### src/rtl/plat_regs_pkg.sv
package plat_regs_pkg;

   localparam int unsigned DW       = 32;
   localparam int unsigned OFS_W    = 16;
   localparam int unsigned FULL_SZ  = 4;

   localparam logic [OFS_W-1:0] OFS_SOFTRST  = 16'h0010;
   localparam logic [OFS_W-1:0] OFS_MEMSTAT  = 16'h0014;
   localparam logic [OFS_W-1:0] OFS_LINKSTAT = 16'h0018;
   localparam logic [OFS_W-1:0] OFS_CLKSET   = 16'h0030;
   localparam logic [OFS_W-1:0] OFS_BUILD    = 16'h0034;
   localparam logic [OFS_W-1:0] OFS_MEMCFG   = 16'h0038;
   localparam logic [OFS_W-1:0] OFS_LAST     = 16'h0048;

   typedef enum logic [3:0] {
      SEL_ZERO,
      SEL_SOFTRST,
      SEL_MEMSTAT,
      SEL_LINKSTAT,
      SEL_CLKSET,
      SEL_BUILD,
      SEL_MEMCFG,
      SEL_UNDEF
   } reg_sel_e;

endpackage

### src/rtl/plat_addr_decode.sv
module plat_addr_decode
   import plat_regs_pkg::*;
#(
   parameter int unsigned ADDR_W = 32
) (
   input  logic [ADDR_W-1:0] addr,
   input  logic [2:0]        size,
   output reg_sel_e          sel,
   output logic              full
);

   generate
      if (ADDR_W < OFS_W) begin : g_bad_addr
         $error("plat_addr_decode: ADDR_W must be at least 16");
      end
   endgenerate

   logic [OFS_W-1:0] ofs;
   logic             unused_hi;

   assign ofs       = addr[OFS_W-1:0];
   assign unused_hi = ^addr;
   assign full      = (size == 3'(FULL_SZ));

   always_comb begin
      if ((ofs[1:0] != 2'b00) || (ofs > OFS_LAST)) begin
         sel = SEL_UNDEF;
      end else begin
         unique case (ofs)
            OFS_SOFTRST:  sel = SEL_SOFTRST;
            OFS_MEMSTAT:  sel = SEL_MEMSTAT;
            OFS_LINKSTAT: sel = SEL_LINKSTAT;
            OFS_CLKSET:   sel = SEL_CLKSET;
            OFS_BUILD:    sel = SEL_BUILD;
            OFS_MEMCFG:   sel = SEL_MEMCFG;
            default:      sel = SEL_ZERO;
         endcase
      end
   end

endmodule

### src/rtl/plat_rd_mux.sv
module plat_rd_mux
   import plat_regs_pkg::*;
#(
   parameter int unsigned NUM_LINKS   = 3,
   parameter int unsigned LINK_STRIDE = 8,
   parameter int unsigned MEM_W       = 8,
   parameter bit          IOCU_EN     = 1'b0,
   parameter logic [7:0]  CLK0_DIV    = 8'd1,
   parameter logic [7:0]  CLK_MUL     = 8'd1,
   parameter logic [7:0]  CLK1_DIV    = 8'd1
) (
   input  reg_sel_e             sel,
   input  logic [7:0]           timer_mhz,
   input  logic [MEM_W-1:0]     mem_gib,
   input  logic [NUM_LINKS-1:0] link_up,
   output logic [DW-1:0]        word
);

   localparam int unsigned MEMSZ_W   = 4;
   localparam int unsigned MHZ_W     = 12;
   localparam int unsigned LINKS_W   = NUM_LINKS * LINK_STRIDE;
   localparam int unsigned BUILD_W   = NUM_LINKS + 1;

   generate
      if (LINKS_W > DW) begin : g_bad_links
         $error("plat_rd_mux: links do not fit the status word");
      end
      if (MEM_W < MEMSZ_W) begin : g_bad_mem
         $error("plat_rd_mux: MEM_W must be at least 4");
      end
   endgenerate

   logic [NUM_LINKS-1:0][LINK_STRIDE-1:0] link_lanes;
   logic [BUILD_W-1:0]                    build_bits;
   logic [DW-1:0] memstat_w, linkstat_w, clkset_w, build_w, memcfg_w;
   logic          unused_mem;

   assign build_bits[0] = IOCU_EN;

   genvar g;
   generate
      for (g = 0; g < NUM_LINKS; g++) begin : g_link
         assign link_lanes[g]     = {{(LINK_STRIDE-1){1'b0}}, link_up[g]};
         assign build_bits[g + 1] = 1'b1;
      end
   endgenerate

   assign unused_mem = ^mem_gib;
   assign memstat_w  = 32'h0000_0005;
   assign linkstat_w = {{(DW-LINKS_W){1'b0}}, link_lanes};
   assign clkset_w   = {CLK1_DIV, CLK_MUL, timer_mhz, CLK0_DIV};
   assign build_w    = {{(DW-BUILD_W){1'b0}}, build_bits};
   assign memcfg_w   = {{(DW-MHZ_W-MEMSZ_W){1'b0}}, {MHZ_W{1'b1}}, mem_gib[MEMSZ_W-1:0]};

   always_comb begin
      unique case (sel)
         SEL_MEMSTAT:  word = memstat_w;
         SEL_LINKSTAT: word = linkstat_w;
         SEL_CLKSET:   word = clkset_w;
         SEL_BUILD:    word = build_w;
         SEL_MEMCFG:   word = memcfg_w;
         default:      word = '0;
      endcase
   end

endmodule

### src/rtl/plat_rst_pulse.sv
module plat_rst_pulse (
   input  logic clk,
   input  logic rst_n,
   input  logic fire,
   output logic req
);

   always_ff @(posedge clk or negedge rst_n) begin
      if (!rst_n) begin
         req <= 1'b0;
      end else begin
         req <= fire && !req;
      end
   end

   // the request never lasts longer than one cycle
   a_r10_one_wide: assert property (@(posedge clk) disable iff (!rst_n)
      req |=> !req);

endmodule

### src/rtl/plat_ctl_regs.sv
module plat_ctl_regs
   import plat_regs_pkg::*;
#(
   parameter int unsigned ADDR_W         = 32,
   parameter int unsigned NUM_LINKS      = 3,
   parameter int unsigned LINK_STRIDE    = 8,
   parameter int unsigned MEM_W          = 8,
   parameter int unsigned RST_BIT        = 4,
   parameter bit          IOCU_EN        = 1'b0,
   parameter bit          HAS_UNDEF_FLAG = 1'b1
) (
   input  logic                 clk,
   input  logic                 rst_n,
   input  logic [ADDR_W-1:0]    bus_addr,
   input  logic                 bus_rd,
   input  logic                 bus_wr,
   input  logic [2:0]           bus_size,
   input  logic [DW-1:0]        bus_wdata,
   output logic [DW-1:0]        bus_rdata,
   input  logic [7:0]           timer_mhz,
   input  logic [MEM_W-1:0]     mem_gib,
   input  logic [NUM_LINKS-1:0] link_up,
   output logic                 sys_rst_req,
   output logic                 undef_seen
);

   generate
      if (RST_BIT >= DW) begin : g_bad_rstbit
         $error("plat_ctl_regs: RST_BIT outside the data word");
      end
   endgenerate

   reg_sel_e      sel;
   logic          full;
   logic [DW-1:0] rd_word;
   logic          fire;
   logic          unused_wdata;

   plat_addr_decode #(.ADDR_W(ADDR_W)) u_dec (
      .addr (bus_addr),
      .size (bus_size),
      .sel  (sel),
      .full (full)
   );

   plat_rd_mux #(
      .NUM_LINKS   (NUM_LINKS),
      .LINK_STRIDE (LINK_STRIDE),
      .MEM_W       (MEM_W),
      .IOCU_EN     (IOCU_EN)
   ) u_mux (
      .sel       (sel),
      .timer_mhz (timer_mhz),
      .mem_gib   (mem_gib),
      .link_up   (link_up),
      .word      (rd_word)
   );

   assign fire         = bus_wr && full && (sel == SEL_SOFTRST) && bus_wdata[RST_BIT];
   assign unused_wdata = ^bus_wdata;

   plat_rst_pulse u_pulse (
      .clk   (clk),
      .rst_n (rst_n),
      .fire  (fire),
      .req   (sys_rst_req)
   );

   always_ff @(posedge clk or negedge rst_n) begin
      if (!rst_n) begin
         bus_rdata <= '0;
      end else begin
         bus_rdata <= (bus_rd && full) ? rd_word : '0;
      end
   end

   generate
      if (HAS_UNDEF_FLAG) begin : g_undef
         logic seen_q;
         always_ff @(posedge clk or negedge rst_n) begin
            if (!rst_n) begin
               seen_q <= 1'b0;
            end else if ((bus_rd || bus_wr) && full && (sel == SEL_UNDEF)) begin
               seen_q <= 1'b1;
            end
         end
         assign undef_seen = seen_q;

         // the flag is sticky until reset
         a_r11_sticky: assert property (@(posedge clk) disable iff (!rst_n)
            undef_seen |=> undef_seen);
      end else begin : g_no_undef
         assign undef_seen = 1'b0;
      end
   endgenerate

   // a pulse is always caused by a full write of the reset bit to 0x10
   a_r10_cause: assert property (@(posedge clk) disable iff (!rst_n)
      sys_rst_req |-> $past(bus_wr && bus_size == 3'd4 &&
                            bus_addr[15:0] == 16'h0010 && bus_wdata[RST_BIT]));

   // a partial write never requests a reset
   a_r2_partial_no_req: assert property (@(posedge clk) disable iff (!rst_n)
      (bus_wr && bus_size != 3'd4) |=> !sys_rst_req);

   // a partial read returns zero
   a_r2_partial_rd_zero: assert property (@(posedge clk) disable iff (!rst_n)
      (bus_rd && bus_size != 3'd4) |=> bus_rdata == '0);

   // no read, no data
   a_r12_idle_zero: assert property (@(posedge clk) disable iff (!rst_n)
      !bus_rd |=> bus_rdata == '0);

   // memory status reads locked and calibrated
   a_r4_memstat: assert property (@(posedge clk) disable iff (!rst_n)
      (bus_rd && bus_size == 3'd4 && bus_addr[15:0] == 16'h0014) |=>
         bus_rdata == 32'h0000_0005);

   // the memory size must fit its 4-bit field
   a_r7_mem_fits: assert property (@(posedge clk) disable iff (!rst_n)
      mem_gib < MEM_W'(16));

endmodule

### config.mk
export PLATFORM = sky130hd
export DESIGN_NAME = plat_ctl_regs
export DESIGN_NICKNAME = d
export VERILOG_FILES = /design/src/rtl/plat_regs_pkg.sv /design/src/rtl/plat_addr_decode.sv /design/src/rtl/plat_rd_mux.sv /design/src/rtl/plat_rst_pulse.sv /design/src/rtl/plat_ctl_regs.sv
export SDC_FILE = /design/constraint.sdc
export NUM_CORES = 1
export LEC_CHECK = 0
export CAP_MARGIN = 0
export CORE_ASPECT_RATIO = 0.7
export CORE_MARGIN = 2
export CORE_UTILIZATION = 37
export DETAILED_ROUTE_END_ITERATION = 12
export GPL_TIMING_DRIVEN = 0
export PLACE_DENSITY = 0.95
export REMOVE_ABC_BUFFERS = 1
export SLEW_MARGIN = 20
export SYNTH_ARGS = -nofsm -noshare
export SYNTH_HDL_FRONTEND = slang
export SYNTH_HIERARCHICAL = 1
export SYNTH_SLANG_ARGS = --single-unit
### constraint.sdc
create_clock -name clk -period 1.1 [get_ports clk]
set_input_delay 0.33 -clock clk [delete_from_list [all_inputs] [get_ports clk]]
set_output_delay 0.33 -clock clk [all_outputs]
set_load 0.05 [all_outputs]
Word level (Yosys, flattened, before mapping):

Index checks and enable logic that the tools add are counted.

* reduce and logical (&&, ||, !) cells: 11
* equal/unequal tests: 14
* mux-type cells: 4
* magnitude comparators: 1

Operators by type and width (number)
* case mux 25 bit (5 select lines): 1
* == test 16 x 5 -> 1 bit (second input constant): 3
* == test 16 x 6 -> 1 bit (second input constant): 3
* two-way mux 32 bit: 1
* case mux 3 bit (6 select lines): 1
* == test 4 x 3 -> 1 bit (second input constant): 4
* greater-than comparator 16 x 7 -> 1 bit (second input constant): 1
* == test 4 x 2 -> 1 bit (second input constant): 2
* logical AND 1 bit: 7
* == test 4 x 1 -> 1 bit (second input constant): 1
* two-way mux 4 bit: 1
* == test 3 bit (second input constant): 1
* logical OR 1 bit: 2
* nonzero test 2 bit: 1
* logical NOT 1 bit: 1

* input port bits: 90
* logic and storage cells: 33
* flip-flop bits (word level): 34
* output and inout bits: 34

Depth between registers and ports, before layout:

Gate-level depths: netlist of run 1.

* word-level depth: 7
* depth in mapped cells: 7

Cells and area by module:

The synthesis of run 1 kept the hierarchy.

By module, submodules not included
* plat_ctl_regs: times used 1, seq. area each 825.8 µm², area each 1108.6 µm², cells each 76
* plat_rd_mux: times used 1, seq. area each 0.0 µm², area each 345.3 µm², cells each 51
* plat_addr_decode: times used 1, seq. area each 0.0 µm², area each 140.1 µm², cells each 18
* plat_rst_pulse: times used 1, seq. area each 25.0 µm², area each 38.8 µm², cells each 2

Worst setup path after synthesis of run 1:

Ideal clock, no wire load.

* path type: input port to flip-flop
* start point: input bus_addr[11]
* end point: register bus_rdata[5]
* setup slack: -0.705 ns
* arrival time: 1.739 ns
* stages: 7
* buffers on the path: 1
* library setup time: 0.066 ns
* required time: 1.034 ns
* cell sequence: nor4_2 > o2111ai_1 > a21o_1 > and2b_2 > nor2b_1 > buf_4 > and3_1

* word-level cells in the longest chain between the ends: 6
* elaborated cells on any way between the ends: 17
* classes of those cells: order compare: 1; eq/ne: 11; mux: 4; reduce/logical: 1

RTL lines
* start: declaration: RTL line plat_ctl_regs.sv:14 `input logic [ADDR_W-1:0] bus_addr,`
* greater-than comparator 16 x 7 -> 1 bit, or another cell as far along: RTL line plat_addr_decode.sv:26 `if ((ofs[1:0] != 2'b00) || (ofs > OFS_LAST)) begin`
* logical OR 1 bit / case mux 3 bit (6 select lines) (equally long branches): RTL line plat_addr_decode.sv:26, plat_addr_decode.sv:29
* two-way mux 4 bit *: RTL line plat_addr_decode.sv:26
* via sel[0]: RTL line plat_ctl_regs.sv:33 `reg_sel_e sel;`
* == test 4 x 3 -> 1 bit / == test 4 x 2 -> 1 bit (equally long branches): RTL line plat_rd_mux.sv:56 `unique case (sel)`
* case mux 25 bit (5 select lines) *: RTL line plat_rd_mux.sv:56
* via rd_word[5]: RTL line plat_ctl_regs.sv:35 `logic [DW-1:0] rd_word;`
* two-way mux 32 bit *: RTL line plat_ctl_regs.sv:73 `bus_rdata <= (bus_rd && full) ? rd_word : '0;`
* end signal: assignment: RTL line plat_ctl_regs.sv:73
* end: declaration: RTL line plat_ctl_regs.sv:19 `output logic [DW-1:0] bus_rdata,`

Mark *: on every way through the listed nets, which the timed path passes. The rest lies on a longest branch.
A chain may end at the register's enable or synchronous reset.

Final worst setup path of run 1:

* start point: input bus_addr[8]
* end point: register bus_rdata[2]

Same word-level chain as after synthesis.

==> impl_results.md, run 1 <==
- Outcome: finished, violations left
- Violated checks: negative setup slack
- Inserted Clock Buffers: 5
- Setup violations, final: 54
- Synth Area per Inst: roughly 11 sq um
- Met1 Routed Length: 1.59 mm
- Synth warn: 6
- Worst-Skew Late Latency: roughly 270 ps
- Die ar.: 4970 sq um
- Seq/Total Area, Yosys: 0.521
- Grt ovf: 0
- Global Route Usage Sum: 0.183
- Sinks on Clock Net: 34
- Top FF cell, synth: dfrtp_1
- Buf+Inv Stages, Crit Path: 1
- Worst EP arrival: 1860 ps
- Synth Area in XOR/XNOR: 0
- Peak supply drop: 0.607 mV
- Total power: 2.55 mW
- Filler Cells Inserted: roughly 350
- Chip height: 59.6 um
- RSZ-0062 raised after global routing: yes
- Row count: 20
- Number of synthesized flops with an enable pin: 0
- Layout Skew: 0 ps
- Vias per std cell: 4.67
- Crit Path Class: in2reg
- Tcrit/Tclk final: 1.49
- Max Used Layer: met4
- WL final: 4.06 mm
- Chip width: 83.4 um
- Final HPWL DP: 2.72 mm
- Starting density of the core: 0.382
- # IOs: 124
- Crit-path slowest cell: nor4_4
- Largest net degree at the start of global routing: 34
- CTS clk-pin slew, worst paths: 60 ps
- Hold slack: 416 ps
- CTS tree: built
- Slew Limit Fails: 0
- Layout area overhead: 65.9%
- Vias in the first global route: around 1400
- Final Util: 0.633
- Simple-gate share of the synthesized area: 0.261
- CP peak stage delay: 300 ps
- Leak: 1.39 nW
- Crit end category: register
- Commonest cells after routing, fill and taps aside: 44 x buf_6, 34 x dfrtp_1, 29 x and3_1
- WL/cell: 14.2 um
- Vias after detailed routing: about 1300
- Detail Route Antenna Nets: 0
- Initial DRC count: 35
- Most common cell after layout, fill and taps aside: buf_6
- Core region area: 4280 sq um
- Port bufs: 72
- Drt drc: 0
- Clock Root Buffer: clkbuf_8
- Worst Tran Pin Value: 869 ps
- CTS H-tree depth: 2
- Initial antenna violation count: 0
- Syn Inst Count: 147
- Layout cells sized above 1: 0.424
- Required @ worst endpoint: between 1000 and 1500 ps
- Met2 routed WL: 2.16 mm
- Met3 Routed Length: approximately 230 um
- CP Cell Sequence: buf_6, nor4_4, o2111ai_4, a21o_4, nand2b_4, or2_1, a21oi_2, and3_4
- Worst slew margin: 0.421
- Compound-Gate Fraction of Synth Area: 0.0989
- Worst Path Max Fanout: 6
- Asr flop ratio synth: 1.00
- Max Root-Sink Buffers: 2
- NumNets Final: between 300 and 400
- Final Critical Period: 1640 ps
- Pre-antenna DRT Iters: 4
- Post-Place Setup Slack: -1430 ps
- Antenna fix cells: 0
- Main combinational cell family by area after synthesis: simple AND/OR/NAND/NOR gates
- PnR worst setup slack: -538 ps
- Yosys reg bits: 34
- First-pass GRT wire length: 6.90 mm
- Worst path top cell family by delay: simple AND/OR/NAND/NOR gates
- Number of max-cap violations: 0
- Cell Pwr Density: 942 nW/um^2
- Count of different cell masters after synthesis: 35
- Share of synthesized area spent on multiplexers: 0.00613
- RD Place Congestion: roughly 0.72
- Crit start category: input pin
- Mapped Area: 1630 sq um
- Final hold violations: 0
- HP Class: in2async
- Top achievable clock speed: approximately 0.61 GHz
- Adder-cell share of the synthesized area: 0
flip-flops by register name, summed over array words and instances (netlist names):
signal / flops
bus_rdata: 32
undef_seen: 1
u_pulse/req: 1
metrics by stage:
stage                     instance area, sq um  std cells  setup TNS [ps]
after CTS                                 2660        284          -10290
after global placement                    2300        262          -89390
after global routing                      2710        286          -13160
after floorplan                           1510        135          -19060
final                                     2710        286          -10510
after detailed placement                  2330        264          -37760
worst paths after layout:
kind                                        start                endpoint  slack (ps)  cells past startpoint
max                                   bus_addr[8]  bus_rdata[2]$_DFF_PN0_        -540                      8
min                                         rst_n  bus_rdata[3]$_DFF_PN0_         420                      2
max reg2reg                 u_pulse/req$_DFF_PN0_   u_pulse/req$_DFF_PN0_         300                      3
min reg2reg                undef_seen$_DFFE_PN0P_  undef_seen$_DFFE_PN0P_         500                      1
max in group asynchronous                   rst_n  undef_seen$_DFFE_PN0P_         320                      3
min in group clk           undef_seen$_DFFE_PN0P_  undef_seen$_DFFE_PN0P_         500                      1
worst reg2reg max path, delay by kind of cell, from the launching register on:
kind          cells  cell delay, ps
simple gates      1              90
buf+inv           2             270
flops             1             390
cell families (layout without fill, tap and decap cells):
kind of cell	count (synthesis)	count (layout)
simple gates	59	59
other cells	2	15
mux	1	1
flops	34	34
compound gates	24	25
buf+inv	27	97
synthesized netlist by cell type, drive strengths merged, types with 2 or more instances:
cell    count  area [sq um]
clkbuf      4          20.0
nor4        2          25.0
a21oi       5          25.0
o21a        7          52.6
nand4b      2          17.5
buf        21           150
conb        2          7.51
o21ai       5          28.8
nand2b      4          27.5
inv         2          7.51
nand4       2          12.5
and2b       2          17.5
nor3        4          31.3
nor2b       2          20.0
nor4b       2          30.0
and3       32           204
dfrtp      34           851
a21o        2          15.0
nand2       3          11.3
final cells by class:
cell class                 instances  area (sq um)  share of cell area
multi-input combinational        100           801               0.296
timing repair buffer              87           890               0.328
sequential                        34           851               0.314
clock inverter                     1          5.00             0.00185
tap                               55          68.8              0.0254
clock buffer                       7          86.3              0.0319
inverter                           2          7.51             0.00277
per-layer routing:
metal  global-route usage  up-vias
met2                0.340       46
met3               0.0557        9
met1                0.203      631
met4               0.0656        0
li1                     -      650
met5                    0        -
report_power, final:
| group | internal [mW] | switching (mW) | leakage (nW) |
|---|---|---|---|
| combinational | 0.178 | 0.181 | 0.873 |
| sequential | 1.26 | 0.00613 | 0.469 |
| clock | 0.504 | 0.420 | 0.0482 |
| total | 1.94 | 0.607 | 1.39 |
what timing repair did:
item | in CTS | in global routing
endpoints found under the hold margin | 4 | 0
cloned | 1 | 0
hold buffers | 1 | 0
gates resized for setup | 326 | 16
setup buffers | 10 | 2
pin swaps | 13 | 9
endpoints found under the setup margin | 54 | 54
Power figures use the tool's default switching activity.
==> run 2, diff against run 1 <==
--- a/config.mk
+++ b/config.mk
@@ -9,6 +9,7 @@
 export CORE_ASPECT_RATIO = 0.7
 export CORE_MARGIN = 2
 export CORE_UTILIZATION = 37
+export CTS_CLUSTER_SIZE = 28
 export DETAILED_ROUTE_END_ITERATION = 12
 export GPL_TIMING_DRIVEN = 0
 export PLACE_DENSITY = 0.95
==> results of run 2 <==
Final layout, timing and power as in run 1 (identical DEF).
